===== config.mk =====
export PLATFORM = sky130hd
export DESIGN_NAME = tmr_evt_flags
export DESIGN_NICKNAME = d
export VERILOG_FILES = /design/src/rtl/tmr_evt_flags.sv
export SDC_FILE = /design/constraint.sdc
export NUM_CORES = 1
export LEC_CHECK = 0
export BUFFER_PORTS_ARGS = -buffer_cell sky130_fd_sc_hd__buf_4
export CORE_MARGIN = 3
export CORE_UTILIZATION = 59
export CTS_BUF_LIST = sky130_fd_sc_hd__clkbuf_16
export CTS_CLUSTER_SIZE = 28
export DETAILED_ROUTE_END_ITERATION = 8
export PLACE_DENSITY = 0.91
export SLEW_MARGIN = 20
export SYNTH_ARGS = -nofsm -noshare
export SYNTH_HDL_FRONTEND = slang
export SYNTH_SLANG_ARGS = --single-unit

===== constraint.sdc =====
create_clock -name clk -period 2.55 [get_ports clk]
set_clock_uncertainty 0.05 [all_clocks]
set_input_delay 0.1275 -clock clk [delete_from_list [all_inputs] [get_ports clk]]
set_output_delay 0.1275 -clock clk [all_outputs]
set_load 0.02 [all_outputs]

===== src/rtl/tmr_evt_flags.sv =====
module tmr_evt_flags #(
  parameter int CNT_W = 16,
  parameter int AW    = 3
) (
  input  logic             clk,
  input  logic             rst_n,
  input  logic [AW-1:0]    addr,
  input  logic             rd_en,
  input  logic             wr_en,
  input  logic [CNT_W-1:0] wdata,
  output logic [CNT_W-1:0] rdata,
  input  logic             tick,
  input  logic             cap_in,
  output logic             irq_cap,
  output logic             irq_cmpa,
  output logic             irq_cmpb,
  output logic             irq_ovf
);
  localparam logic [AW-1:0] A_CNT = AW'(0), A_CMPA = AW'(1), A_CMPB = AW'(2),
                            A_STAT = AW'(3), A_IE = AW'(4);
  localparam logic [CNT_W-1:0] FLAG_MASK = CNT_W'(5'b11110);

  logic [CNT_W-1:0] cnt, cmp_a, cmp_b, cnt_inc;
  logic [3:0]       flg, armed, ie, set_ev, clr;
  logic [2:0]       cap_sync;

  wire cnt_wr  = wr_en && addr == A_CNT;
  wire stat_wr = wr_en && addr == A_STAT;
  wire stat_rd = rd_en && addr == A_STAT;
  wire adv     = tick && !cnt_wr;

  assign cnt_inc = cnt + CNT_W'(1);
  // flag order: [3] capture, [2] match A, [1] match B, [0] wrap -> status bits 4..1
  assign set_ev = {cap_sync[1] & ~cap_sync[2],
                   adv && cnt_inc == cmp_a,
                   adv && cnt_inc == cmp_b,
                   adv && (&cnt)};
  assign clr = stat_wr ? (armed & ~wdata[4:1]) : 4'b0;

  always_ff @(posedge clk or negedge rst_n) begin
    if (!rst_n) begin
      cnt      <= '0;
      cmp_a    <= '0;
      cmp_b    <= '0;
      ie       <= '0;
      flg      <= '0;
      armed    <= '0;
      cap_sync <= '0;
    end else begin
      cap_sync <= {cap_sync[1:0], cap_in};
      if (cnt_wr)                       cnt   <= wdata;
      else if (tick)                    cnt   <= cnt_inc;
      if (wr_en && addr == A_CMPA)      cmp_a <= wdata;
      if (wr_en && addr == A_CMPB)      cmp_b <= wdata;
      if (wr_en && addr == A_IE)        ie    <= wdata[4:1];
      flg   <= (flg & ~clr) | set_ev;
      armed <= (armed & ~clr) | (stat_rd ? flg : 4'b0);
    end
  end

  always_comb begin
    case (addr)
      A_CNT:   rdata = cnt;
      A_CMPA:  rdata = cmp_a;
      A_CMPB:  rdata = cmp_b;
      A_STAT:  rdata = ~FLAG_MASK | CNT_W'({flg, 1'b0});
      A_IE:    rdata = CNT_W'({ie, 1'b0});
      default: rdata = '0;
    endcase
  end

  assign irq_cap  = flg[3] & ie[3];
  assign irq_cmpa = flg[2] & ie[2];
  assign irq_cmpb = flg[1] & ie[1];
  assign irq_ovf  = flg[0] & ie[0];

  AST_HW_SET_ONLY: assert property (@(posedge clk) disable iff (!rst_n)
    1'b1 |-> ((flg & ~$past(flg) & ~$past(set_ev)) == 4'b0));
  AST_CLR_NEEDS_ARM: assert property (@(posedge clk) disable iff (!rst_n)
    1'b1 |-> ((~flg & $past(flg) & ~($past(armed) & {4{$past(stat_wr)}})) == 4'b0));
  AST_SET_WINS: assert property (@(posedge clk) disable iff (!rst_n)
    1'b1 |-> ((~flg & $past(set_ev)) == 4'b0));
  AST_OVF_WRAP: assert property (@(posedge clk) disable iff (!rst_n)
    (adv && (&cnt)) |=> (cnt == '0 && flg[0]));
  AST_CNT_HOLD: assert property (@(posedge clk) disable iff (!rst_n)
    (!tick && !cnt_wr) |=> $stable(cnt));
endmodule


==> flow_metrics.env <==
export IMPL_insertion_delay_ps=320
export IMPL_ys_warn_count=0
export IMPL_drtIter0Drc=297
export IMPL_r2r_start="cnt[6]"
export IMPL_track_usage_pct=29.2
export IMPL_antenna_found_initial=0
export IMPL_n_antenna_cell=0
export IMPL_status="finished with violations"
export IMPL_rows=29
export IMPL_tightest_slew_ps=811
export IMPL_min_period_ps=2270
export IMPL_ir_drop_mv=0.560
export IMPL_layout_common_cells="dfrtp_1 (63), buf_4 (53), nand2_1 (52)"
export IMPL_cts_setup_buffers=0
export IMPL_synth_edf_count=0
export IMPL_synth_cells=408
export IMPL_yosysTopAreaCell="dfrtp_1"
export IMPL_p_leak_nw=1.95
export IMPL_rrSetupSlack_ps=280
export IMPL_holdWs_ps=-2.69
export IMPL_nets=482
export IMPL_ant_nets=0
export IMPL_final_util_pct=74.0
export IMPL_fmax_mhz=440
export IMPL_crit_fanout=8
export IMPL_place_gp_congestion=0.911
export IMPL_synth_area_sq_mm=0.00401
export IMPL_core_sq_mm=0.00646
export IMPL_io_buffers=44
export IMPL_rsz0062_at_grt="false"
export IMPL_power_density_mw_per_mm2=870
export IMPL_avgSynthCellArea_sq_um=9.83
export IMPL_dp_hpwl_um=7100
export IMPL_clock_root_buffer="clkbuf_16"
export IMPL_final_layout_size_suffix_gt1_share_pct=28.0
export IMPL_die_h_um=88.5
export IMPL_arrival_ps=2480
export IMPL_synthArstFlopShare_pct=100
export IMPL_grt_remaining_overflow=0
export IMPL_multiInputGateArea_sq_mm=0.00229
export IMPL_h_tree_depth=3
export IMPL_synth_seq_area_share_pct=39.3
export IMPL_routedWlPerCell_um=19.5
export IMPL_failed_checks="negative hold slack"
export IMPL_place_inst=511
export IMPL_grt_pass1_wl_um=17300
export IMPL_ios=45
export IMPL_layout_commonest_cell="dfrtp_1"
export IMPL_critical_path_required_ps=2760
export IMPL_grt_pass1_vias=3282
export IMPL_seqCellArea_sq_mm=0.00158
export IMPL_path_class="reg -> reg"
export IMPL_total_power_mw=4.16
export IMPL_slew_headroom_pct=45.9
export IMPL_die_area_sq_mm=0.00782
export IMPL_cts_buffer_depth=2
export IMPL_vias=3343
export IMPL_synth_seq_cells=63
export IMPL_setup_tns_ps=0
export IMPL_crit_path_start_kind="flip-flop"
export IMPL_hold_viol_final=1
export IMPL_min_path_type="in -> reg"
export IMPL_netlist_area_leader_share_pct=39.3
export IMPL_worstHoldStart="wdata[6]"
export IMPL_cts_num_sinks=63
export IMPL_clkSlewWorstSetupHoldPaths_ps=50
export IMPL_nFillCells=460
export IMPL_max_cap_violations=0
export IMPL_rr_endpoint="flg[2]"
export IMPL_holdPathEnd="cnt[6]"
export IMPL_cts_tree="done"
export IMPL_yosys_top_cells_area="dfrtp_1 (39%), mux2_2 (12%), xnor2_1 (9.0%)"
export IMPL_syn_to_final_growth_pct=19.2
export IMPL_cts_buffers=9
export IMPL_finalCritPeriodShare_pct=89.0
export IMPL_reg2regPathDepth=6
export IMPL_yosys_most_used_dff="dfrtp_1"
export IMPL_slew_violations=0
export IMPL_final_setup_viol_count=0
export IMPL_start_util_pct=62.1
export IMPL_wl_um=10500
export IMPL_synth_nets=434
export IMPL_endpoint_kind="flip-flop"
export IMPL_routed_via_density=6.23
export IMPL_whs_path_depth=3
export IMPL_grt_max_degree=64
export IMPL_fin_cells=537
export IMPL_drc=0
export IMPL_ys_types=57
export IMPL_dr_pass1_iters=5
export IMPL_die_width_um=88.5
-- cell usage after synthesis, drive strengths merged (10+ instances only) --
| cell type | number |
|---|---|
| buf | 14 |
| clkbuf | 13 |
| dfrtp | 63 |
| mux2 | 44 |
| nand2 | 52 |
| nand3 | 10 |
| nand4 | 10 |
| nor2 | 30 |
| o21ai | 28 |
| o22ai | 15 |
| xnor2 | 41 |
| xor2 | 15 |
-- how the worst max path moves through the flow --
stage | slack (ps) | to | startpoint
2_1_floorplan | 360 | flg[1] | cnt[1]
3_3_place_gp | 170 | flg[2] | cnt[6]
3_5_place_dp | 180 | flg[2] | cnt[2]
4_1_cts | 180 | flg[2] | cnt[2]
5_1_grt | 90 | flg[2] | cnt[1]
6_report | 280 | flg[2] | cnt[6]
-- flip-flops by register name, indices dropped and copies added, names as in the netlist --
register  cells
cnt          16
flg           4
ie            4
armed         4
cmp_a        16
cmp_b        16
cap_sync      3
-- power by group --
part	internal [mW]	total, mW	switching (mW)	leakage [nW]
Sequential	1.22	1.56	0.338	0.768
Combinational	0.708	1.42	0.713	1.05
Clock	0.739	1.18	0.443	0.138
Total	2.67	4.16	1.49	1.95
-- critical path, cell delays in order, from the launching register on --
cell and delay, ps:
dfrtp_1 580, nand4_4 250, nor4b_2 360, xnor2_1 200, xnor2_1 130, a2111oi_1 410
a32o_1 220
-- area by class of cell --
cell class | instances | share of cell area, %
multi-input combinational | 311 | 48.0
tap | 77 | 2.02
clock inverter | 6 | 1.13
inverter | 7 | 0.550
timing repair buffer | 64 | 10.6
clock buffer | 9 | 4.71
sequential | 63 | 33.0
-- per-layer routing --
layer / global-route usage [%] / wire (um)
met1: 40.3 / 4480
met2: 46.6 / 5030
met3: 6.15 / 784
met4: 9.20 / 188
met5: 0 / 0
-- stage by stage --
| step | hold slack [ps] | area, sq um | setup WS [ps] |
|---|---|---|---|
| after detailed placement | 189 | 4390 | 175 |
| after CTS | 0.869 | 4780 | 177 |
| after global placement | 187 | 4390 | 167 |
| after floorplan | -218 | 4010 | 362 |
| final | -2.69 | 4780 | 280 |
| after global routing | 2.47 | 4780 | 90.3 |
-- logic make-up (layout without fill, tap and decap cells) --
logic type / after synthesis / count (layout) / synth area share [%]
multiplexers: 52 / 52 / 14.7
XOR/XNOR: 56 / 56 / 12.2
buffers and inverters: 34 / 86 / 4.21
AND/OR/NAND/NOR: 138 / 138 / 19.2
flip-flops: 63 / 63 / 39.3
adder cells (fa/ha/maj): 2 / 2 / 0.561
AO/OA/AOI/OAI: 63 / 63 / 9.83
-- repair_timing --
action / 4_1_cts / 5_1_grt
endpoints found under the hold margin: 73 / 0
resized for setup: 0 / 2
hold buffers: 11 / 0
endpoints found under the setup margin: 0 / 1
Note: power is estimated with default switching activity, not from simulation.
